File: src/rtl/arb_pkg.sv
package arb_pkg;
  typedef enum logic {ST_IDLE, ST_BUSY} arb_state_t;
endpackage

File: src/rtl/arb_cfg_reg.sv
module arb_cfg_reg #(
  parameter int N_IO  = 4,
  parameter int DW    = 32,
  parameter int TMO_W = 13
) (
  input  logic              clk,
  input  logic              rst,
  input  logic              we,
  input  logic [DW-1:0]     wdata,
  output logic [DW-1:0]     ctrl_q,
  output logic [N_IO-1:0]   deny_vec,
  output logic [N_IO:0]     pref_vec,
  output logic [TMO_W-1:0]  limit,
  output logic              err_q
);
  localparam int CPU_BIT = 2*N_IO + 1;
  localparam int TMO_LSB = DW - TMO_W;

  logic [N_IO:0] pref_raw, pref_keep;
  logic          multi;
  logic [DW-1:0] next_word, rst_word;

  always_comb begin
    for (int i = 0; i < N_IO; i++) pref_raw[i] = wdata[2*i+1];
    pref_raw[N_IO] = wdata[CPU_BIT];
    pref_keep = pref_raw & (~pref_raw + 1'b1);
    multi     = (pref_raw & (pref_raw - 1'b1)) != '0;
  end

  always_comb begin
    next_word = '0;
    rst_word  = '0;
    for (int i = 0; i < N_IO; i++) begin
      next_word[2*i]   = wdata[2*i];
      next_word[2*i+1] = pref_keep[i];
      rst_word[2*i]    = 1'b1;
    end
    next_word[CPU_BIT] = pref_keep[N_IO];
    next_word[DW-1:TMO_LSB] = wdata[DW-1:TMO_LSB];
    rst_word[DW-1:TMO_LSB]  = '1;
  end

  always_ff @(posedge clk) begin
    if (rst) begin
      ctrl_q <= rst_word;
      err_q  <= 1'b0;
    end else if (we) begin
      ctrl_q <= next_word;
      if (multi) err_q <= 1'b1;
    end
  end

  always_comb begin
    for (int i = 0; i < N_IO; i++) begin
      deny_vec[i] = ctrl_q[2*i];
      pref_vec[i] = ctrl_q[2*i+1];
    end
    pref_vec[N_IO] = ctrl_q[CPU_BIT];
    limit = ctrl_q[DW-1:TMO_LSB];
  end
endmodule

File: src/rtl/arb_pick.sv
module arb_pick #(
  parameter int N_IO = 4,
  localparam int LW  = (N_IO > 1) ? $clog2(N_IO) : 1
) (
  input  logic [N_IO:0]   eligible,
  input  logic [N_IO:0]   pref_vec,
  input  logic            pref_turn,
  input  logic [LW-1:0]   last_io,
  output logic [N_IO:0]   win,
  output logic            win_pref,
  output logic            rr_used,
  output logic [LW-1:0]   win_idx
);
  logic [N_IO:0]   pref_hit, cand;
  logic [N_IO-1:0] io_cand;
  int              j;

  always_comb begin
    pref_hit = eligible & pref_vec;
    cand     = eligible & ~pref_vec;
    io_cand  = cand[N_IO-1:0];
    win      = '0;
    win_pref = 1'b0;
    rr_used  = 1'b0;
    win_idx  = '0;
    j        = 0;
    if (pref_turn && (pref_hit != '0)) begin
      win      = pref_hit;
      win_pref = 1'b1;
    end else begin
      for (int off = 1; off <= N_IO; off++) begin
        j = int'(last_io) + off;
        if (j >= N_IO) j = j - N_IO;
        if (!rr_used && io_cand[j]) begin
          rr_used    = 1'b1;
          win_idx    = LW'(j);
          win[j]     = 1'b1;
        end
      end
      if (!rr_used) begin
        if (cand[N_IO]) begin
          win[N_IO] = 1'b1;
        end else if (pref_hit != '0) begin
          win      = pref_hit;
          win_pref = 1'b1;
        end
      end
    end
  end
endmodule

File: src/rtl/arb_tenure_timer.sv
module arb_tenure_timer #(
  parameter int TMO_W = 13
) (
  input  logic             clk,
  input  logic             rst,
  input  logic             start,
  input  logic             run,
  input  logic [TMO_W-1:0] limit,
  output logic             expire
);
  logic [TMO_W-1:0] cnt;
  logic [TMO_W:0]   cnt_next;

  assign cnt_next = {1'b0, cnt} + 1'b1;
  assign expire   = run && (limit != '0) && (cnt_next == {1'b0, limit});

  always_ff @(posedge clk) begin
    if (rst || start) cnt <= '0;
    else if (run)     cnt <= cnt_next[TMO_W-1:0];
  end
endmodule

File: src/rtl/bus_pref_arbiter.sv
module bus_pref_arbiter #(
  parameter int N_IO  = 4,
  parameter int DW    = 32,
  parameter int TMO_W = 13
) (
  input  logic            clk,
  input  logic            rst,
  input  logic [N_IO-1:0] req_io,
  input  logic            req_cpu,
  input  logic            done,
  input  logic            cfg_we,
  input  logic [DW-1:0]   cfg_wdata,
  output logic [DW-1:0]   cfg_rdata,
  output logic [N_IO-1:0] gnt_io,
  output logic            gnt_cpu,
  output logic            any_pref,
  output logic            any_deny,
  output logic            pref_err,
  output logic            tmo_pulse
);
  import arb_pkg::*;
  localparam int LW = (N_IO > 1) ? $clog2(N_IO) : 1;

  logic [N_IO-1:0]  deny_vec;
  logic [N_IO:0]    pref_vec, eligible, win, gnt_q;
  logic [TMO_W-1:0] limit;
  logic             win_pref, rr_used, expire, pref_turn, tmo_q, start;
  logic [LW-1:0]    win_idx, last_io;
  arb_state_t       state;

  arb_cfg_reg #(.N_IO(N_IO), .DW(DW), .TMO_W(TMO_W)) u_cfg (
    .clk(clk), .rst(rst), .we(cfg_we), .wdata(cfg_wdata),
    .ctrl_q(cfg_rdata), .deny_vec(deny_vec), .pref_vec(pref_vec),
    .limit(limit), .err_q(pref_err)
  );

  assign eligible = {req_cpu, req_io & ~deny_vec};

  arb_pick #(.N_IO(N_IO)) u_pick (
    .eligible(eligible), .pref_vec(pref_vec), .pref_turn(pref_turn),
    .last_io(last_io), .win(win), .win_pref(win_pref),
    .rr_used(rr_used), .win_idx(win_idx)
  );

  assign start = (state == ST_IDLE) && (win != '0);

  arb_tenure_timer #(.TMO_W(TMO_W)) u_tmr (
    .clk(clk), .rst(rst), .start(start),
    .run((state == ST_BUSY) && !done), .limit(limit), .expire(expire)
  );

  always_ff @(posedge clk) begin
    if (rst) begin
      state     <= ST_IDLE;
      gnt_q     <= '0;
      pref_turn <= 1'b1;
      last_io   <= LW'(N_IO - 1);
      tmo_q     <= 1'b0;
    end else begin
      tmo_q <= 1'b0;
      if (state == ST_IDLE) begin
        if (start) begin
          gnt_q     <= win;
          state     <= ST_BUSY;
          pref_turn <= !win_pref;
          if (rr_used) last_io <= win_idx;
        end
      end else if (done) begin
        gnt_q <= '0;
        state <= ST_IDLE;
      end else if (expire) begin
        gnt_q <= '0;
        tmo_q <= 1'b1;
        state <= ST_IDLE;
      end
    end
  end

  assign gnt_io    = gnt_q[N_IO-1:0];
  assign gnt_cpu   = gnt_q[N_IO];
  assign tmo_pulse = tmo_q;
  assign any_pref  = |pref_vec;
  assign any_deny  = |deny_vec;
endmodule

File: config.mk
export PLATFORM = sky130hd
export DESIGN_NAME = bus_pref_arbiter
export DESIGN_NICKNAME = d
export VERILOG_FILES = /design/src/rtl/arb_pkg.sv /design/src/rtl/arb_cfg_reg.sv /design/src/rtl/arb_pick.sv /design/src/rtl/arb_tenure_timer.sv /design/src/rtl/bus_pref_arbiter.sv
export SDC_FILE = /design/constraint.sdc
export NUM_CORES = 1
export LEC_CHECK = 0
export ABC_AREA = 1
export BUFFER_PORTS_ARGS = -buffer_cell sky130_fd_sc_hd__buf_2
export CORE_MARGIN = 4
export CORE_UTILIZATION = 48
export DETAILED_ROUTE_END_ITERATION = 16
export PLACE_DENSITY = 0.76
export SLEW_MARGIN = 20
export SYNTH_ARGS = -nofsm -noshare
export SYNTH_HDL_FRONTEND = slang
export SYNTH_SLANG_ARGS = --single-unit
File: constraint.sdc
create_clock -name clk -period 2.6 [get_ports clk]
set_input_delay 0 -clock clk [delete_from_list [all_inputs] [get_ports clk]]
set_output_delay 0 -clock clk [all_outputs]
set_load 0.03 [all_outputs]
Word-level counts from Yosys, hierarchy flattened:

Cells that the tools add are included.

* input bits: 41
* register bits: 46
* output and inout port bits: 41
* logic and storage cells: 146

* mux-type cells: 67
* add/subtract/negate cells: 11
* equality and inequality tests: 2
* bitwise operators: 12
* reduce and logical (&&, ||, !) cells: 30
* magnitude comparators: 16

Operators by type and width (count)
* $mux 32: 8
* $ge 32x1->1 const B: 4
* $ge 32x4->1 const B: 4
* $lt 32x4->1 const B: 4
* $lt 32x5->1 const B: 4
* $sub 32x4->32 const B: 4
* $mux 5: 14
* $mux 1: 31
* $and 5x5->5: 4
* $or 5x5->5: 3
* $reduce_bool 5->1: 3
* $add 13x1->14 const B: 1
* $eq 14x13->1: 1
* $reduce_bool 13->1: 1
* $demux 1 s3: 4
* $logic_and 1x1->1: 12
* $mux 2: 5
* $not 5->5: 2
* $bmux 1 s2: 4
* $add 2x2->3 const B: 2
* $reduce_and 2->1: 3
* $add 5x1->5 const B: 1
* $logic_not 1->1: 5
* $reduce_or 5->1: 1
* other kinds (13): 13

Logic depth before layout (Yosys ltp):

Gate-level depths: netlist of run 1.

* depth in word-level cells: 30
* gate-level depth with buffers: 20
* gate-level depth less buffers: 19

Hierarchy:

From an unflattened synthesis of run 1, not the netlist that was laid out.

* cells, all modules: 536
* area total of the unflattened synthesis: 3433.3 um2

Modules (own cells, without submodules)
* arb_tenure_timer: cells each 197, instances 1, seq. area each 260.2 um2, area an instance 1122.3 um2
* arb_cfg_reg: cells each 146, instances 1, seq. area each 460.4 um2, area an instance 1121.1 um2
* arb_pick: cells each 131, instances 1, seq. area each 0.0 um2, area an instance 724.4 um2
* bus_pref_arbiter: cells each 62, instances 1, seq. area each 200.2 um2, area an instance 465.4 um2

Worst setup path after synthesis of run 1:

Ideal clock, no wire load.

* kind: reg2reg
* start: register last_io[0]
* end: register u_tmr.cnt[0]
* setup time: 66 ps
* setup slack: 143 ps
* arrival time: 2391 ps
* path buffers: 2
* stages on the path, launching flop included: 18
* cells stage by stage: dfxtp_1 -> buf_6 -> inv_6 -> ha_1 -> inv_1 -> nand3_2 -> nand2_4 -> nand2_4 -> nor2_4 -> nand3_2 -> nand2_4 -> nand2_1 -> nand2_2 -> nand3_2 -> o21bai_4 -> nand2_4 -> buf_6 -> a21oi_2

* word-level cells in the longest chain between the ends: 27
* elaborated cells on any way between the ends: 84
* classes of those cells: add/sub: 8; order compare: 12; mux: 48; bitwise: 3; reduce/logical: 13

RTL lines
* start: declaration: line bus_pref_arbiter.sv:28 `logic [LW-1:0] win_idx, last_io;`
* start signal: assignment: line bus_pref_arbiter.sv:57 `last_io <= LW'(N_IO - 1);`
* start signal: assignment: line bus_pref_arbiter.sv:66 `if (rr_used) last_io <= win_idx;`
* parallel branches: the longest is 22 deep, another holds $sub 32x4->32
* $mux 5 *: line arb_pick.sv:40 `if (!rr_used) begin`
* $mux 5 *: line arb_pick.sv:27 `if (pref_turn && (pref_hit != '0)) begin`
* $reduce_bool 5->1 *: line bus_pref_arbiter.sv:45 `assign start = (state == ST_IDLE) && (win != '0);`
* $logic_and 1x1->1 *: line bus_pref_arbiter.sv:45
* $logic_or 1x1->1 *: line arb_tenure_timer.sv:18 `if (rst || start) cnt <= '0;`
* end signal: assignment: line arb_tenure_timer.sv:19 `else if (run) cnt <= cnt_next[TMO_W-1:0];`
* end: declaration: line arb_tenure_timer.sv:11 `logic [TMO_W-1:0] cnt;`

Every way passes the cells marked *. The select of a mux whose other input is x is not followed.
A chain may end at the register's enable or synchronous reset.

Final worst setup path of run 1:

* start: register last_io[1]
* end: register state

* word-level cells in the longest chain between the ends: 28
* elaborated cells on any way between the ends: 85
* classes of those cells: add/sub: 8; order compare: 12; mux: 50; bitwise: 3; reduce/logical: 12

RTL lines
* parallel branches: the longest is 22 deep, another holds $sub 32x4->32
* $mux 5 *: line arb_pick.sv:40
* $mux 5 *: line arb_pick.sv:27
* $reduce_bool 5->1 *: line bus_pref_arbiter.sv:45
* $logic_and 1x1->1 *: line bus_pref_arbiter.sv:45
* $mux 1 *: line bus_pref_arbiter.sv:62 `if (start) begin`
* $mux 1 *: line bus_pref_arbiter.sv:61 `if (state == ST_IDLE) begin`
* end signal: assignment: line bus_pref_arbiter.sv:54 `state <= ST_IDLE;`
* end signal: assignment: line bus_pref_arbiter.sv:64 `state <= ST_BUSY;`
* end signal: assignment: line bus_pref_arbiter.sv:70 `state <= ST_IDLE;`
* end: declaration: line bus_pref_arbiter.sv:29 `arb_state_t state;`

Marks and branches as above.

==> impl_metrics.ini, run 1 <==
[status]
outcome = finished, violations left
violations = negative hold slack

[critical_path]
r2r.worst_path.cells = 15
start_kind = flop
crit_family = simple AND/OR/NAND/NOR gates
worstReg2RegEnd = state
timing.rr.start = last_io[1]
slowest_delay_ns = 0.34
worst-path-stages = 15
cp_num_buf_inv = 3
slowest_stage = dfxtp_1
critPathMaxFanout = 8
crit_start = last_io[1]
crit_path_end = state
cp_cell_sequence = inv_1, ha_4, nand3_2, nand2_4, nand2_4, nor2_4, nand3_2, nand2_4, nand2_1, nand2_1, nand3_2, o21bai_4, buf_6, buf_4, a21oi_1
r2r_slack_ns = 0.14
crit_type = reg2reg
critPathCaptureType = flop
arrival_ns = 2.63
worstPathRequired_ns = 2.77

[power]
switching_power_w = 0.001636
pwr-share-clk_pct = 13.5
combPwrFrac_pct = 59.7
leakagePower_nw = 1.858
seq_power_share_pct = 26.8
p_int_w = 0.001746
power.density_mw_per_mm2 = 857.7
ir_worst_vdd_mv = 0.4045
finalPower_w = 0.003381
swShare_pct = 48.37

[clocking]
cts_buffers = 5
clkSlewWorstSetupHoldPaths_ns = 0.09
root_buffer = clkbuf_8
clkLatencyLatePin_ns = 0.31
cts_sinks = 46
clockBufferDepth = 2
cts-htree-levels = 2
tritoncts = built

[finish]
fillCellCount = 571
layout_common_cells = nand2_1 (105), buf_2 (61), inv_1 (57)
final_common_cell = nand2_1
fin_nets = 622
stdcell_count = 650
area_delta_synth_final_pct = 23.33
diodes = 0
drive_above_1_share_pct = 21.29

[global_routing]
grtUsageTotal_pct = 22.80
grt_pass1_wl_um = 14470
grt_max_degree = 41
antenna_found_initial = 0
overflow = 0
grt_pass1_vias = 3234

[timing]
hold_violations = 1
final-max-slew-violation-count = 0
setup_viol = 0
worst_slew_pin_slew_ns = 0.5923
finClkSkew_ns = 0.01321
fmax_mhz = 407.3
period_needed_ns = 2.455
final.setup.tns_ns = 0
max-slew-margin-rel_pct = 60.52
fin_crit_sh_pct = 94.44
holdWs_ns = -0.0008799
worst_slack_ns = 0.1446

[floorplanning]
die_area_mm2 = 0.008030
start_util_pct = 49.78
core_mm2 = 0.006422
dieWidth_um = 89.61
die_h_um = 89.61
rows = 29
ios = 82

[detailed_routing]
wirelength_um = 9055
ant_nets = 0
drc_errors = 0
dr.pass1.iters = 6
dr_total_vias = 3556
post_drt_via_cell_ratio = 5.471
wl_per_cell_um = 13.93
drt_iter0_markers = 325

[yosys]
ys_types = 42
synth_compound_area_share_pct = 14.79
ys_seq_area_share_pct = 28.81
synth_warnings = 0
synth-simple-area-share_pct = 38.32
syn_avg_cell_area_um2 = 6.619
synth_top_family_by_area = simple AND/OR/NAND/NOR gates
synth_area_mm2 = 0.003197
async_reset_ff_share_pct = 0
synth_cells = 483
ys_ff_latch = 46
synth_adder_area_share_pct = 3.523
muxShareOfSynthArea_pct = 0
ys.flop_type = dfxtp_1
synth_xor_area_share_pct = 2.896
synth_edf_count = 0

[placed_design]
place_ws_ns = 0.08474
port_buffers = 61
globalplace.congestion = 0.8975
dpl.cell_count = 616
hpwl_um = 6575

[hold_path]
hold_path_class = in2reg

[job]
cap_violations = 0
## how the worst min path moves through the flow
stage,startpoint,to,depth (start not counted)
2_1_floorplan,cfg_wdata[19],u_cfg.ctrl_q[19],2
3_3_place_gp,cfg_wdata[25],u_cfg.ctrl_q[25],3
3_5_place_dp,cfg_wdata[21],u_cfg.ctrl_q[21],3
4_1_cts,done,state,4
5_1_grt,done,state,4
6_report,done,state,4
## timing repair
| item | CTS | global route |
|---|---|---|
| setup endpoints to repair | 0 | 21 |
| hold buffers | 21 | 0 |
| endpoints found under the hold margin | 20 | 0 |
| buffers inserted | 0 | 4 |
| resized for setup | 0 | 12 |
## state kept, by name, indices dropped and copies added, names as in the netlist
signal and cells:
last_io 2, u_tmr.cnt 13, u_cfg.err_q 1, pref_turn 1, gnt_q 5, state 1, tmo_pulse 1, u_cfg.ctrl_q 22
## power groups by stage
stage | registers (W) | clock network (W) | logic (W)
2_1_floorplan | 0.00101 | 0 | 0.00126
6_report | 0.000907 | 0.000456 | 0.00202
4_1_cts | 0.000903 | 0.000472 | 0.00174
3_3_place_gp | 0.000915 | 0 | 0.00167
5_1_grt | 0.000921 | 0.000495 | 0.00224
3_5_place_dp | 0.000919 | 0 | 0.00170
## layout make-up
class                   instances  area, um2  area share, %
clock inverters                 3      23.77         0.6030
multi-input cells             364       1981          50.24
flip-flops and latches         46      923.4          23.42
repair buffers                 93      609.3          15.46
clock buffers                   5      68.82          1.745
well taps                      77      96.34          2.444
inverters                      62      240.2          6.093
## synth_stat cells, types with 3 or more instances
| library cell | instances | area [um2] |
|---|---|---|
| nand2_4 | 4 | 45.04 |
| nor2_2 | 9 | 56.30 |
| a211oi_1 | 3 | 22.52 |
| nor3_1 | 8 | 40.04 |
| nor2_1 | 33 | 123.9 |
| a21oi_1 | 35 | 175.2 |
| o211ai_1 | 3 | 22.52 |
| or2_2 | 3 | 18.77 |
| inv_2 | 3 | 11.26 |
| inv_1 | 58 | 217.7 |
| nand3_1 | 54 | 270.3 |
| clkbuf_1 | 8 | 30.03 |
| nand3_2 | 5 | 50.05 |
| ha_1 | 9 | 112.6 |
| xor2_1 | 8 | 70.07 |
| nand2_1 | 105 | 394.1 |
| o21ai_0 | 34 | 170.2 |
| dfxtp_1 | 46 | 920.9 |
| buf_4 | 10 | 75.07 |
| nand4_1 | 18 | 112.6 |
## through the flow
stage                     hold WS (ns)  util, %  instance area (um2)
after detailed placement        0.2185    55.33                 3553
after floorplan                 0.1225        -                 3231
after global routing           0.01779    61.39                 3943
after global placement          0.2131    55.33                 3553
after CTS                     0.001694    60.04                 3856
final                       -0.0008799    61.39                 3943
## metal layers
layer	global-route usage (%)	share of wire [%]
met4	10.55	4.2
met1	26.86	40
met5	0	0
met3	4.015	7.1
met2	39.96	49
## worst reg2reg max path: stages, from the launching register on
cell and delay [ns]:
dfxtp_1 0.34, inv_1 0.08, ha_4 0.31, nand3_2 0.14, nand2_4 0.14, nand2_4 0.07
nor2_4 0.10, nand3_2 0.10, nand2_4 0.11, nand2_1 0.08, nand2_1 0.13, nand3_2 0.10
o21bai_4 0.33, buf_6 0.15, buf_4 0.09, a21oi_1 0.05
## logic make-up (layout without fill, tap and decap cells)
kind of cell	Yosys count	in the layout
DFF	46	46
buffers and inverters	83	163
xor gates and xnor gates	9	9
and+or+nand+nor	251	252
adders and majority gates	9	9
AOI/OAI and AO/OA	84	84
other	1	10
Power figures use the tool's default switching activity.
==> run 2, diff against run 1 <==
--- a/config.mk
+++ b/config.mk
@@ -8,9 +8,8 @@
 export ABC_AREA = 1
 export BUFFER_PORTS_ARGS = -buffer_cell sky130_fd_sc_hd__buf_2
 export CORE_MARGIN = 4
-export CORE_UTILIZATION = 48
+export CORE_UTILIZATION = 40
 export DETAILED_ROUTE_END_ITERATION = 16
-export PLACE_DENSITY = 0.76
 export SLEW_MARGIN = 20
 export SYNTH_ARGS = -nofsm -noshare
 export SYNTH_HDL_FRONTEND = slang
==> constraint.sdc (replaced) <==
create_clock -name clk -period 2.9 [get_ports clk]
set_input_delay 0 -clock clk [delete_from_list [all_inputs] [get_ports clk]]
set_output_delay 0 -clock clk [all_outputs]
set_load 0.03 [all_outputs]
==> impl_metrics.ini, run 2 (same netlist as run 1, synthesis figures left out) <==
[clocking]
cts_buffers = 5
clkLatencyLatePin_ns = 0.31
cts-htree-levels = 2
post_cts_buffers = 0
tritoncts = built
clockBufferDepth = 2
cts_sinks = 46
clkSlewWorstSetupHoldPaths_ns = 0.10
root_buffer = clkbuf_8

[power]
ir_worst_vdd_mv = 0.2577
power.density_mw_per_mm2 = 719.5
leakagePower_nw = 1.841

[floorplanning]
die_area_mm2 = 0.009487
ios = 82
dieWidth_um = 97.40
rows = 32
start_util_pct = 41.16
die_h_um = 97.40
core_mm2 = 0.007767

[critical_path]
crit_start = last_io[0]
slowest_stage = dfxtp_1
critical_path.most_common_cell = nand2_4
worstReg2RegEnd = u_tmr.cnt[12]
cp_cell_sequence = inv_6, ha_1, inv_1, nand3_2, nand2_4, nand2_4, nor2_4, nand3_2, nand2_4, nand2_1, nand2_1, nand2_1, o21bai_4, nand2_4, a21oi_1
crit_family = simple AND/OR/NAND/NOR gates
critPathMaxFanout = 13
cp_num_buf_inv = 2
worstPathRequired_ns = 3.13
r2r.worst_path.cells = 15
r2r_slack_ns = 0.33
timing.rr.start = last_io[0]
crit_type = reg2reg
arrival_ns = 2.80
slowest_delay_ns = 0.41
start_kind = flop
critPathCaptureType = flop

[global_routing]
antenna_found_initial = 0
grtUsageTotal_pct = 19.36
grt_pass1_wl_um = 15500
overflow = 0
grt_pass1_vias = 3289
grt_max_degree = 41

[finish]
layout_common_cells = nand2_1 (105), buf_2 (61), inv_1 (58)
diodes = 0
area_delta_synth_final_pct = 21.96
fin_nets = 618
reg.largest.list = u_cfg.ctrl_q x22, u_tmr.cnt x13, gnt_q x5
regMostFlops = u_cfg.ctrl_q
multi_input_area_mm2 = 0.001941
largest_register_ff_count = 22
drive_above_1_share_pct = 19.68
stdcell_count = 671
final_common_cell = nand2_1
final-seq-area_um2 = 920.9
fillCellCount = 804

[hold_path]
min_to = u_cfg.ctrl_q[7]
holdPathStages = 4
hold_start = cfg_wdata[5]
hold_path_class = in2reg

[timing]
final.setup.tns_ns = 0
fin_crit_sh_pct = 88.69
final-max-slew-violation-count = 0
rsz0062_at_grt = false
holdWs_ns = 0.009005
hold_violations = 0
worst_slew_pin_slew_ns = 0.6152
finClkSkew_ns = 0.01704
worst_slack_ns = 0.3280
setup_viol = 0
max-slew-margin-rel_pct = 58.99
period_needed_ns = 2.572
fmax_mhz = 388.8

[job]
cap_violations = 0

[placed_design]
hpwl_um = 6867
place_ws_ns = 0.3325
globalplace.congestion = 0.8772
port_buffers = 61
dpl.cell_count = 641

[detailed_routing]
dr_total_vias = 3440
wirelength_um = 9026
drt_iter0_markers = 167
wl_per_cell_um = 13.45
drc_errors = 0
ant_nets = 0
post_drt_via_cell_ratio = 5.127
dr.pass1.iters = 5

[status]
outcome = completed
[run 2: layout make-up]
cell class,count,area share (%)
clock buffers,5,1.765
clock inverters,3,0.6418
inverters,62,6.098
multi-input cells,363,49.78
flip-flops and latches,46,23.62
well taps,102,3.273
repair buffers,90,14.83
[run 2: routing by layer]
layer	routed length, um	GRT usage [%]
met4	215	6.496
met1	3995	23.74
met2	4402	34.63
met5	0	0
met3	413	2.584
[run 2: per-stage QoR]
step / total power, W / utilization, % / cell area [um2]
after CTS: 0.002829 / 50.19 / 3899
after global routing: 0.003068 / 50.19 / 3899
after global placement: 0.002358 / 46.15 / 3585
final: 0.002805 / 50.19 / 3899
after detailed placement: 0.002385 / 46.15 / 3585
after floorplan: 0.002034 / - / 3231
[run 2: power by group]
part           internal, W  leakage [nW]  total [W]  switching, W
sequential        0.000727         0.379   0.000810     0.0000823
clock             0.000174        0.0447   0.000411      0.000237
combinational     0.000530          1.42    0.00158       0.00105
total              0.00143          1.84    0.00281       0.00137
[run 2: timing repair]
item / CTS / global route
resized for setup: 0 / 0
hold endpoints to repair: 20 / 0
hold buffers: 22 / 0
[run 2: worst max path at each step]
stage / endpoint / slack (ns) / depth (start not counted)
2_1_floorplan: u_tmr.cnt[0] / 0.44 / 17
3_3_place_gp: u_tmr.cnt[9] / 0.41 / 15
3_5_place_dp: last_io[1] / 0.33 / 17
4_1_cts: last_io[1] / 0.31 / 17
5_1_grt: last_io[1] / 0.05 / 17
6_report: u_tmr.cnt[12] / 0.33 / 15
[run 2: tightest hold or removal path: stages]
cell     delay (ns)
buf_2          0.09
inv_1          0.06
nand3_1        0.08
a21oi_1        0.05
==> run 3, diff against run 2 <==
--- a/config.mk
+++ b/config.mk
@@ -5,7 +5,6 @@
 export SDC_FILE = /design/constraint.sdc
 export NUM_CORES = 1
 export LEC_CHECK = 0
-export ABC_AREA = 1
 export BUFFER_PORTS_ARGS = -buffer_cell sky130_fd_sc_hd__buf_2
 export CORE_MARGIN = 4
 export CORE_UTILIZATION = 40
==> impl_metrics.ini, run 3 <==
[yosys]
synth_warnings = 0
synth_top_area_share_pct = 29.06
muxShareOfSynthArea_pct = 9.080
ys_top_cells_by_count = nand2_1 (49), dfxtp_1 (46), nor2_1 (26)
synth.most_common_cell = nand2_1
synth_top_area_cell = dfxtp_1
synth_xor_area_share_pct = 7.185
ys.flop_type = dfxtp_1
syn_avg_cell_area_um2 = 8.362
synth-simple-area-share_pct = 29.02
async_reset_ff_share_pct = 0
ys_ff_latch = 46
ys_types = 56
synth_area_leaders = dfxtp_1 (29%), mux2i_1 (6.9%), nand2_1 (5.8%), xor2_1 (4.1%), ha_1 (3.6%)
synth_edf_count = 0
synth_cells = 379
ys_seq_area_share_pct = 29.06
synth_area_mm2 = 0.003169
synth_compound_area_share_pct = 15.83
synth_top_family_by_area = simple AND/OR/NAND/NOR gates
synth_adder_area_share_pct = 3.553

[floorplanning]
rows = 32
dieWidth_um = 97.01
ios = 82
start_util_pct = 41.01
die_area_mm2 = 0.009411
die_h_um = 97.01
core_mm2 = 0.007727

[critical_path]
crit_type = reg2reg
slowest_stage = or4b_2
worstPathRequired_ns = 3.07
crit_start = last_io[0]
slowest_delay_ns = 0.65
crit_family = simple AND/OR/NAND/NOR gates
arrival_ns = 2.94
critPathMaxFanout = 8
cp_cell_sequence = inv_1, ha_4, or4b_2, a21oi_4, o211ai_1, a221oi_2, a211oi_2, nand4_2, buf_4, and3_1, o21ai_0
critPathCaptureType = flop
cp_num_buf_inv = 2
start_kind = flop
timing.rr.start = last_io[0]

[global_routing]
grt_use_met1_pct = 24.58
antenna_found_initial = 0
met3_usage_pct = 3.028
grtUsageTotal_pct = 17.40
grt_pass1_wl_um = 13890
grt_max_degree = 29
grt_util_met2_pct = 28.29
grt_pass1_vias = 2811
top_usage_layer = met2
overflow = 0

[detailed_routing]
wirelength_um = 8580
ant_nets = 0
drc_errors = 0
dr.pass1.iters = 4
drt_iter0_markers = 204
dr_total_vias = 3027
wl_per_cell_um = 15.05
post_drt_via_cell_ratio = 5.311

[timing]
rsz0062_at_grt = false
worst_slew_pin_slew_ns = 0.7397
period_needed_ns = 2.770
fin_crit_sh_pct = 95.51
hold_violations = 0
fmax_mhz = 361.0
final.setup.tns_ns = 0
final-max-slew-violation-count = 0
finClkSkew_ns = 0.004010
max-slew-margin-rel_pct = 50.64
holdWs_ns = 0.008222
setup_viol = 0

[clocking]
clockBufferDepth = 2
tritoncts = built
cts-htree-levels = 2
clkSlewWorstSetupHoldPaths_ns = 0.09
root_buffer = clkbuf_8
clkLatencyLatePin_ns = 0.29
cts_buffers = 5
cts_sinks = 46

[power]
seq_power_share_pct = 35.8
finalPower_w = 0.002058
switching_power_w = 0.0008045
combPwrFrac_pct = 43.8
leakagePower_nw = 1.642
p_int_w = 0.001253
ir_worst_vdd_mv = 0.2258
power.density_mw_per_mm2 = 512.4
pwr-share-clk_pct = 20.4
swShare_pct = 39.09

[placed_design]
place_area_mm2 = 0.003646
globalplace.congestion = 0.9120
port_buffers = 61
hpwl_um = 6359

[finish]
final_common_cell = buf_2
regMostFlops = u_cfg.ctrl_q
layout_common_cells = buf_2 (61), nand2_1 (49), dfxtp_1 (46)
largest_register_ff_count = 22
drive_above_1_share_pct = 25.64
stdcell_area_mm2 = 0.004016
diodes = 0
area_delta_synth_final_pct = 26.73
fin_nets = 517
reg.largest.list = u_cfg.ctrl_q x22, u_tmr.cnt x13, gnt_q x5

[hold_path]
hold_path_class = in2reg
hold_start = cfg_wdata[7]

[job]
cap_violations = 0

[status]
outcome = completed
-- run 3: changes by cell type after synthesis, moves of 16 or more --
cell and change:
a21oi_1 -17, nand4_1 -16, o21ai_0 -23, nand3_1 -44, nand2_1 -56, mux2i_1 +22
inv_1 -44
-- run 3: final cells by class --
cell class / count / area, um2
Clock buffer: 7 / 86.33
Tap cell: 102 / 127.6
Timing Repair Buffer: 98 / 658.1
Fill cell: 760 / 3711
Clock inverter: 1 / 8.758
Sequential cell: 46 / 920.9
Multi-Input combinational cell: 302 / 2162
Inverter: 14 / 52.55
-- run 3: worst paths after layout --
path | endpoint | slack [ns] | depth (start not counted)
worst max-delay path | last_io[0] | 0.13 | 11
worst min-delay path | u_cfg.ctrl_q[7] | 0.008 | 3
worst max register to register | last_io[0] | 0.13 | 11
worst min register to register | gnt_q[1] | 0.47 | 2
-- run 3: through the flow --
step	utilization, %	setup WS, ns	std cells
2_1_floorplan	-	0.007143	388
3_3_place_gp	47.18	0.1475	541
3_5_place_dp	47.18	0.07122	541
4_1_cts	50.74	0.05605	567
5_1_grt	51.98	0.003670	570
6_report	51.98	0.1302	570
-- run 3: what timing repair did --
action,4_1_cts,5_1_grt
hold buffers,18,0
hold endpoints to repair,18,0
setup endpoints to repair,0,21
buffers inserted,0,2
resized for setup,0,9
-- run 3: cell families after synthesis --
kind of cell / Yosys count
buffers and inverters: 40
AO/OA/AOI/OAI: 75
AND/OR/NAND/NOR: 157
XOR/XNOR: 26
multiplexers: 25
adder cells (fa/ha/maj): 9
other: 1
flip-flops: 46
-- run 3: power by group through the flow --
stage          registers, W  clock network (W)  logic, W
6_report           0.000738           0.000419  0.000901
5_1_grt            0.000746           0.000459  0.000977
4_1_cts            0.000738           0.000430  0.000826
3_5_place_dp       0.000752                  0  0.000806
3_3_place_gp       0.000750                  0  0.000802
2_1_floorplan      0.000811                  0  0.000532
-- run 3: routing by layer --
metal,routed length [um],vias up
met1,3998,1423
met3,498,0
met2,4083,90
met4,0,0
met5,0,-
li1,-,1514
-- run 3: tightest hold or removal path, stage by stage --
cell,delay [ns]
buf_2,0.12
nand4b_1,0.08
a21oi_1,0.06
